## config.mk

```make
export PLATFORM = sky130hd
export DESIGN_NAME = diag_readout
export DESIGN_NICKNAME = d
export VERILOG_FILES = /design/src/rtl/diag_rd_pkg.sv /design/src/rtl/diag_tri_addr.sv /design/src/rtl/diag_entry_seq.sv /design/src/rtl/diag_settle_tmr.sv /design/src/rtl/diag_src_mux.sv /design/src/rtl/diag_readout.sv
export SDC_FILE = /design/constraint.sdc
export NUM_CORES = 1
export LEC_CHECK = 0
export BUFFER_PORTS_ARGS = -buffer_cell sky130_fd_sc_hd__buf_2
export CAP_MARGIN = 20
export CELL_PAD_IN_SITES_DETAIL_PLACEMENT = 0
export CELL_PAD_IN_SITES_GLOBAL_PLACEMENT = 1
export CORE_AREA = 2 2 68 70
export CTS_BUF_LIST = sky130_fd_sc_hd__clkbuf_8
export CTS_CLUSTER_DIAMETER = 50
export CTS_CLUSTER_SIZE = 12
export DETAILED_ROUTE_END_ITERATION = 12
export DIE_AREA = 0 0 70 72
export PLACE_DENSITY_LB_ADDON = 0.2
export SETUP_SLACK_MARGIN = 0.5
export SYNTH_ARGS = -nofsm -noshare
export SYNTH_HDL_FRONTEND = slang
export SYNTH_SLANG_ARGS = --single-unit
```

## constraint.sdc

```tcl
create_clock -name clk -period 3 [get_ports clk]
set_clock_uncertainty 0.1 [all_clocks]
set_input_delay 0.45 -clock clk [delete_from_list [all_inputs] [get_ports clk]]
set_output_delay 0.45 -clock clk [all_outputs]
set_load 0.01 [all_outputs]
```

## src/rtl/diag_rd_pkg.sv

```systemverilog
package diag_rd_pkg;
  localparam int LVL_W = 2;

  typedef enum logic [LVL_W-1:0] {
    LVL_LOW   = 2'd0,
    LVL_HIGH  = 2'd1,
    LVL_SUPER = 2'd2,
    LVL_BAD   = 2'd3
  } lvl_e;
endpackage

```

## src/rtl/diag_tri_addr.sv

```systemverilog
module diag_tri_addr
  import diag_rd_pkg::*;
#(
  parameter int DIGITS = 3,
  parameter int ADDR_W = 5
) (
  input  logic [DIGITS-1:0][LVL_W-1:0] digit,
  output logic [ADDR_W-1:0]            addr
);
  logic [ADDR_W-1:0] part [0:DIGITS];
  logic [DIGITS-1:0] bad;

  assign part[0] = '0;

  // Digit i carries weight 3**i; any code-3 digit poisons the address.
  for (genvar i = 0; i < DIGITS; i++) begin : g_digit
    localparam int WEIGHT = 3 ** i;
    assign part[i+1] = part[i] + ADDR_W'(digit[i]) * ADDR_W'(WEIGHT);
    assign bad[i]    = (digit[i] == LVL_BAD);
  end

  assign addr = (|bad) ? '1 : part[DIGITS];
endmodule

```

## src/rtl/diag_entry_seq.sv

```systemverilog
module diag_entry_seq
  import diag_rd_pkg::*;
(
  input  logic             clk,
  input  logic             rst,
  input  logic             oe_n_pin,
  input  logic             oe_shared,
  input  logic [LVL_W-1:0] gate_lvl,
  input  logic [LVL_W-1:0] entry_lvl,
  output logic             active_d,
  output logic             active_q
);
  logic seq_ok_q;

  // Sequence legality is judged in the last cycle the outputs were enabled.
  always_ff @(posedge clk) begin
    if (rst) begin
      seq_ok_q <= 1'b0;
      active_q <= 1'b0;
    end else begin
      if (!oe_n_pin)
        seq_ok_q <= (entry_lvl != LVL_SUPER) &&
                    (!oe_shared || (gate_lvl == LVL_SUPER));
      active_q <= active_d;
    end
  end

  assign active_d = oe_n_pin && (entry_lvl == LVL_SUPER) && seq_ok_q;
endmodule

```

## src/rtl/diag_settle_tmr.sv

```systemverilog
module diag_settle_tmr #(
  parameter int CNT_W = 8
) (
  input  logic             clk,
  input  logic             rst,
  input  logic             run,
  input  logic             restart,
  input  logic [CNT_W-1:0] limit,
  output logic             done
);
  logic [CNT_W-1:0] cnt_q;

  always_ff @(posedge clk) begin
    if (rst)
      cnt_q <= '0;
    else if (!run || restart)
      cnt_q <= '0;
    else if (cnt_q < limit)
      cnt_q <= cnt_q + 1'b1;
  end

  assign done = (cnt_q >= limit);
endmodule

```

## src/rtl/diag_src_mux.sv

```systemverilog
module diag_src_mux #(
  parameter int N_SRC  = 18,
  parameter int ADDR_W = 5
) (
  input  logic [N_SRC-1:0]  src,
  input  logic [ADDR_W-1:0] addr,
  output logic              bit_o,
  output logic              legal
);
  assign legal = (addr < ADDR_W'(N_SRC));

  always_comb begin
    bit_o = 1'b0;
    for (int i = 0; i < N_SRC; i++)
      if (addr == ADDR_W'(i)) bit_o = src[i];
  end
endmodule

```

## src/rtl/diag_readout.sv

```systemverilog
module diag_readout
  import diag_rd_pkg::*;
#(
  parameter int N_CLR      = 4,
  parameter int N_STATE    = 8,
  parameter int N_CTR      = 6,
  parameter int SEL_DIGITS = 3,
  parameter int SETTLE_W   = 8
) (
  input  logic                        clk,
  input  logic                        rst,
  input  logic                        oe_n_pin,
  input  logic                        oe_shared,
  input  logic [1:0]                  gate_lvl,
  input  logic [1:0]                  entry_lvl,
  input  logic [2*SEL_DIGITS-1:0]     sel_lvl,
  input  logic [SETTLE_W-1:0]         settle_cycles,
  input  logic [N_CLR-1:0]            clr_regs,
  input  logic [N_STATE-1:0]          state_regs,
  input  logic [N_CTR-1:0]            ctr_regs,
  output logic                        diag_active,
  output logic                        rd_bit,
  output logic                        rd_valid,
  output logic                        rd_bad_addr
);
  localparam int N_SRC  = N_CLR + N_STATE + N_CTR;
  localparam int ADDR_W = $clog2(3 ** SEL_DIGITS);

  logic [SEL_DIGITS-1:0][LVL_W-1:0] digits;
  logic [ADDR_W-1:0] addr_d, addr_q;
  logic [N_SRC-1:0]  src;
  logic active_d, active_q, run, restart, done, legal_q, mux_bit;
  logic bit_q, valid_q, bad_q;

  assign digits = sel_lvl;
  assign src    = {ctr_regs, state_regs, clr_regs};

  diag_tri_addr #(.DIGITS(SEL_DIGITS), .ADDR_W(ADDR_W)) u_addr (
    .digit (digits),
    .addr  (addr_d)
  );

  diag_entry_seq u_entry (
    .clk       (clk),
    .rst       (rst),
    .oe_n_pin  (oe_n_pin),
    .oe_shared (oe_shared),
    .gate_lvl  (gate_lvl),
    .entry_lvl (entry_lvl),
    .active_d  (active_d),
    .active_q  (active_q)
  );

  assign run     = active_q && active_d;
  assign restart = (addr_d != addr_q);

  diag_settle_tmr #(.CNT_W(SETTLE_W)) u_tmr (
    .clk     (clk),
    .rst     (rst),
    .run     (run),
    .restart (restart),
    .limit   (settle_cycles),
    .done    (done)
  );

  diag_src_mux #(.N_SRC(N_SRC), .ADDR_W(ADDR_W)) u_mux (
    .src   (src),
    .addr  (addr_q),
    .bit_o (mux_bit),
    .legal (legal_q)
  );

  always_ff @(posedge clk) begin
    if (rst) begin
      addr_q  <= '0;
      bit_q   <= 1'b0;
      valid_q <= 1'b0;
      bad_q   <= 1'b0;
    end else begin
      addr_q  <= addr_d;
      bit_q   <= run && legal_q && mux_bit;
      valid_q <= run && legal_q && !restart && done;
      bad_q   <= run && !legal_q;
    end
  end

  assign diag_active = active_q;
  assign rd_bit      = bit_q;
  assign rd_valid    = valid_q;
  assign rd_bad_addr = bad_q;
endmodule

```

=== Word level (Yosys, flattened, before mapping) ===
Cells that the tools add are included.

* Register bits after elaboration: 18
* Output and inout bits: 4

* Equal/unequal tests: 24
* Add/subtract/negate cells: 3
* Order comparisons: 3
* Multipliers: 2
* Reduce and logical (&&, ||, !) cells: 18
* Mux-type cells: 19

{| class="wikitable"
|+ Operators by type and width
! cell !! number
|-
| 5-bit by 4-bit equality test with 1-bit output (second input constant) || 8
|-
| 5-bit by 3-bit equality test with 1-bit output (second input constant) || 4
|-
| 1-bit two-way mux || 18
|-
| 2-bit equality test (second input constant) || 5
|-
| 5-bit by 2-bit equality test with 1-bit output (second input constant) || 2
|-
| 5-bit equality test (second input constant) || 2
|-
| 1-bit logical AND || 9
|-
| 8-bit by 1-bit adder with 8-bit output (second input constant) || 1
|-
| 8-bit greater-or-equal comparator || 1
|-
| 8-bit less-than comparator || 1
|-
| 2-bit by 4-bit adder with 5-bit output || 1
|-
| 5-bit adder || 1
|-
| 5-bit by 1-bit equality test with 1-bit output (second input constant) || 1
|-
| 5-bit zero test || 1
|-
| 5-bit less-than comparator (second input constant) || 1
|-
| 2-bit by 4-bit multiplier with 5-bit output (second input constant) || 1
|-
| 5-bit two-way mux || 1
|-
| 5-bit != test || 1
|-
| 1-bit zero test || 4
|-
| 2-bit by 2-bit multiplier with 4-bit output (second input constant) || 1
|-
| 3-bit OR reduction || 1
|-
| 1-bit logical OR || 2
|-
| 2-bit != test (second input constant) || 1
|-
| 2-bit OR reduction || 1
|}

=== Depth between registers and ports, before layout ===
* Depth in word-level cells: 20
* Mapped depth: 12
* Mapped depth without buffers: 11

=== Cells and area by module ===
A second synthesis with hierarchy kept.

* Cells, all modules: 186
* Area total of the unflattened synthesis: 1,584.0 µm²

{| class="wikitable"
|+ Modules (own cells, without submodules)
! module !! cells an instance !! instances !! area each (µm²) !! seq. area each (µm²)
|-
| diag_settle_tmr || 74 || 1 || 595.6 || 160.2
|-
| diag_src_mux || 44 || 1 || 337.8 || 0.0
|-
| diag_readout || 26 || 1 || 286.5 || 160.2
|-
| diag_tri_addr || 33 || 1 || 270.3 || 0.0
|-
| diag_entry_seq || 9 || 1 || 93.8 || 40.0
|}

=== Least setup slack after synthesis ===
No wires, ideal clock.

* Kind: input port to flip-flop
* Start point: input port sel_lvl[1]
* End point: register valid_q (netlist: rd_valid)
* Arrival: 2.895 ns
* Stages: 12
* Data required time: 2.840 ns
* Path slack: -0.054 ns
* Path buffers: 1
* Setup time: 0.060 ns
* Path through: inv_1 > fa_1 > nand2b_1 > nand2b_1 > fa_1 > xnor2_1 > xnor2_1 > a21oi_1 > o211ai_1 > or4_1 > buf_2 > and3b_1

* Word-level cells in the longest chain between the ends: 7

{| class="wikitable"
|+ Ends and longest elaborated chain
! what !! line !! source
|-
| start: declaration || diag_readout.sv:16 || <nowiki>input logic [2*SEL_DIGITS-1:0] sel_lvl,</nowiki>
|-
| 2-bit by 4-bit adder with 5-bit output / 2-bit equality test (equally long branches) || diag_tri_addr.sv:18, diag_tri_addr.sv:19 ||
|-
| 5-bit adder / 3-bit OR reduction (equally long branches) || diag_tri_addr.sv:18, diag_tri_addr.sv:22 ||
|-
| 5-bit two-way mux * || diag_tri_addr.sv:22 || <nowiki>assign addr = (|bad) ? '1 : part[DIGITS];</nowiki>
|-
| 5-bit != test * || diag_readout.sv:55 || <nowiki>assign restart = (addr_d != addr_q);</nowiki>
|-
| 1-bit zero test * || diag_readout.sv:82 || <nowiki>valid_q <= run && legal_q && !restart && done;</nowiki>
|-
| 1-bit logical AND * (2 in series) || diag_readout.sv:82 ||
|-
| end signal: assignment || diag_readout.sv:82 ||
|-
| end: declaration || diag_readout.sv:33 || <nowiki>logic bit_q, valid_q, bad_q;</nowiki>
|}

Mark *: on every way between the ends. The rest lies on a longest branch, timed or not.
A chain may end at the register's enable or synchronous reset.

=== Worst setup path after layout ===
* Start point: input port sel_lvl[4]
* End point: register u_tmr.cnt_q[4]

* Word-level cells in the longest chain between the ends: 6

{| class="wikitable"
|+ Ends and longest elaborated chain
! what !! line !! source
|-
| 2-bit by 4-bit multiplier with 5-bit output / 2-bit equality test (equally long branches) || diag_tri_addr.sv:18, diag_tri_addr.sv:19 ||
|-
| 5-bit adder / 3-bit OR reduction (equally long branches) || diag_tri_addr.sv:18, diag_tri_addr.sv:22 ||
|-
| 5-bit two-way mux * || diag_tri_addr.sv:22 ||
|-
| 5-bit != test * || diag_readout.sv:55 ||
|-
| 1-bit logical OR * || diag_settle_tmr.sv:16 || <nowiki>else if (!run || restart)</nowiki>
|-
| 2-bit OR reduction (no line) * || n/a ||
|-
| end signal: assignment || diag_settle_tmr.sv:19 || <nowiki>cnt_q <= cnt_q + 1'b1;</nowiki>
|-
| end: declaration || diag_settle_tmr.sv:11 || <nowiki>logic [CNT_W-1:0] cnt_q;</nowiki>
|}

Marked as above.

==> flow_results.org <==
** Status
- Run status :: complete, no violations

** GRT
- Global-route wire length before repair :: 5390 um
- Overflow left after global routing :: 0
- The initial antenna violation count was 0.
- Entering global routing, the biggest net connects 13 pins.
- In the global route stage, overall resource usage came out at 0.133.
- Via count of the first global-routing pass :: 1226

** Die
- The initial utilization of the core area, before any placement, comes to 0.331.
- Boundary pin count :: 44
- Num rows :: 24
- DIE AREA :: 5040 um2
- Area of the core :: 4260 um2
- Overall die width :: 70 um
- Floorplan die height :: 72 um

** Placement
- OpenSTA, run right after detailed placement, puts the worst setup slack at -0.153 ns.
- HPWL after DPL :: 2650 um
- Placer Congestion :: 0.791
- Port buffering added 43 buffers.

** Synthesis
- Synthesized instance count :: 177
- During synthesis, Yosys emitted a total of 0 warnings.
- After synthesis, the cell types taking the most area are sky130_fd_sc_hd__dfxtp_1 (26%), sky130_fd_sc_hd__ha_1 (12%), sky130_fd_sc_hd__xnor2_1 (6.2%), sky130_fd_sc_hd__nor2_1 (5.9%), sky130_fd_sc_hd__a21oi_1 (5.7%).
- Portion of the post-synthesis area used by sequential elements :: 0.255
- The synthesized design contains 18 register bits.
- The number of nets handed over by synthesis was 234.
- The number of different library cells used by synthesis comes to 40.
- The synthesized design spends more area on one cell type than any other, namely sky130_fd_sc_hd__dfxtp_1.
- Share of Yosys cell area claimed by the top area cell type :: 0.255
- Prevailing post-synth register cell :: sky130_fd_sc_hd__dfxtp_1
- Synthesized cell area :: 1410 um2
- In this run, synthesis inferred 0 flip-flops with an integrated enable.
- After synthesis, the share of flip-flops with an asynchronous set or reset is 0.
- Mapped Avg Cell Area :: 7.97 um2

** Worst hold path
- The startpoint identified for the worst hold timing path is entry_lvl[0].
- In this run the worst hold path is classified as primary input to flip-flop.

** STA
- Setup repair after global routing missed its margin :: yes
- Least-Margin Pin Slew :: 0.553 ns
- Shortest period the worst path allows :: 2.79 ns
- Final Hold Violating Endpoints :: 0
- Of the available clock period, the critical path in the final layout requires 0.930.
- The number of slew-limit violations in the final report came to 0.
- Count of final setup violators :: 0
- Slack of the critical path :: 0.210 ns
- Measured against its own limit, the worst slew margin works out to 0.631.
- Based on the critical path, the design can be clocked at up to 358 MHz.

** Detailed routing
- After the first detailed-routing iteration, the DRC count stood at 58.
- Total length of routed wires :: 3200 um
- The routed layout has 1407 vias.
- Drt wl/cell :: 11.4 um
- For this run, design rule violations remaining after detail routing come to 0.
- Via/cell ratio :: 5.01
- Detailed-router iteration count before antenna repair :: 4
- The count of nets left with antenna violations once routing finished came out at 0.

** Run
- Count of max-cap constraint violations :: 0

** Clock tree
- Maximum buffer depth of the clock tree :: 2
- For this design, the sink count on the clock tree is 18.
- CTS Root Buffer Type :: sky130_fd_sc_hd__clkbuf_8
- TritonCTS built the clock tree.
- Clock buffers created by TritonCTS :: 3
- Maximum level of the CTS H-tree :: 1
- Later-pin clock latency in the skew report :: 0.25 ns
- Setup fix buffers added after clock tree synthesis :: 0
- CTS clock-pin slew for the worst setup and hold paths :: 0.07 ns
- Hold_buf cts :: 0

** Cells and area
- The library cells used most frequently in the layout, excluding fill and tap cells, are sky130_fd_sc_hd__buf_2 (41), sky130_fd_sc_hd__dfxtp_1 (18), sky130_fd_sc_hd__nor2_1 (17).
- Area growth, synth to finish :: 32.9%
- # nets final :: 287
- Antenna fix cells :: 0
- In the final layout, the share of cells above drive strength 1 is 0.310.
- After filler insertion, the fill cell instance count of the layout stands at 451.
- Area of the multi-input gates :: 1010 um2
- Registers take 360 um2.
- Leaving out fill and tap cells, the most frequent cell in the layout is sky130_fd_sc_hd__buf_2.
- Final Util :: 0.440

** Setup path
- The worst setup path is of the primary input to flip-flop kind.
- Traced cell by cell, the critical path runs through buf_8 > inv_8 > fa_1 > nand2b_4 > nand2b_4 > fa_2 > nand2_1 > a21oi_1 > a311oi_1 > or4_4 > buf_6 > nor2_2.
- Slowest stage cell on the critical path :: sky130_fd_sc_hd__or4_4
- The worst setup path is captured at a flip-flop.
- Critical register-to-register path startpoint :: u_tmr.cnt_q[5]$_SDFFE_PP0P_
- For the worst setup path, the data arrival time is 2.89 ns.
- Top delay family on crit path :: adder cells
- Most Frequent Cell on Critical Path :: sky130_fd_sc_hd__nand2b_4
- In this run the worst path has a maximum fanout of 5.
- Together, buffers and inverters on the worst path number 3.
- Required time of the critical path :: 3.10 ns
- Max stage delay on crit path :: 0.58 ns
- Worst setup SP type :: primary input
- Startpoint of the most critical setup path :: sel_lvl[4]

** Power
- Static Leakage :: 0.000837 uW
- The completed layout was analyzed and its total power is 671 uW.
- VDD sags by at most 0.131 mV.
- Power Density :: 358 nW/um2
## state kept, by name (all words and copies together), names as in the netlist
name and cells:
rd_bad_addr 1, u_entry.active_q 1, u_entry.seq_ok_q 1, rd_valid 1, rd_bit 1, addr_q 5
u_tmr.cnt_q 8
## what timing repair did
item | 4_1_cts | 5_1_grt
hold endpoints to repair | 0 | 0
pin swaps | 2 | 1
resized for setup | 9 | 6
endpoints found under the setup margin | 9 | 9
## worst paths after layout
check,endpoint,slack (ns),cells after the start
max,u_tmr.cnt_q[4]$_SDFFE_PP0P_,0.21,12
min,u_entry.active_q$_SDFF_PP0_,0.30,2
max reg2reg,u_tmr.cnt_q[7]$_SDFFE_PP0P_,0.83,7
min reg2reg,u_entry.active_q$_SDFF_PP0_,0.37,2
## worst reg2reg max path, delay by kind of cell (launching register included)
kind,cells,cell delay [ns]
xor gates and xnor gates,1,0.21
AOI/OAI and AO/OA,2,0.31
DFF,1,0.38
and+or+nand+nor,3,0.81
adders and majority gates,1,0.26
## stage by stage
step	hold WS (ns)	cell area [um2]	setup TNS [ns]	cells
6_report	0.302	1880	0	281
2_1_floorplan	0.335	1450	0	177
3_3_place_gp	0.357	1780	-1.04	277
3_5_place_dp	0.372	1780	-1.17	277
5_1_grt	0.310	1880	0	281
4_1_cts	0.299	1860	0	281
## synth_stat cells (all sizes together) (4+ instances only)
cell     n
nor2    22
dfxtp   18
a21oi   16
inv     15
nand2   15
ha      14
xnor2   10
o21ai    7
buf      4
mux2i    4
nand2b   4
nand4    4
## per-layer routing
layer / global-route usage / vias to the layer above / wire length, um
li1: - / 725 / -
met1: 0.185 / 648 / 1620
met2: 0.203 / 32 / 1400
met5: 0 / - / 0
met3: 0.0194 / 2 / 143
met4: 0.0641 / 0 / 42
## cells by family after synthesis
logic type                 after synthesis  share of synthesized area
DFF                                     18                      0.255
AOI/OAI and AO/OA                       37                      0.162
and+or+nand+nor                         66                      0.237
buffers and inverters                   21                     0.0620
adders and majority gates               17                      0.167
xor gates and xnor gates                13                     0.0807
muxes                                    5                     0.0363
## layout make-up
| type | count | area share |
|---|---|---|
| well taps | 52 | 0.0347 |
| inverters | 15 | 0.0340 |
| flip-flops and latches | 18 | 0.192 |
| multi-input cells | 138 | 0.538 |
| repair buffers | 54 | 0.171 |
| clock buffers | 4 | 0.0294 |
## power breakdown
part | total, uW | internal, uW | switching (uW)
Sequential | 269 | 248 | 21.5
Clock | 201 | 117 | 84.6
Combinational | 201 | 107 | 93.5
(Power assumes the default switching activity.)
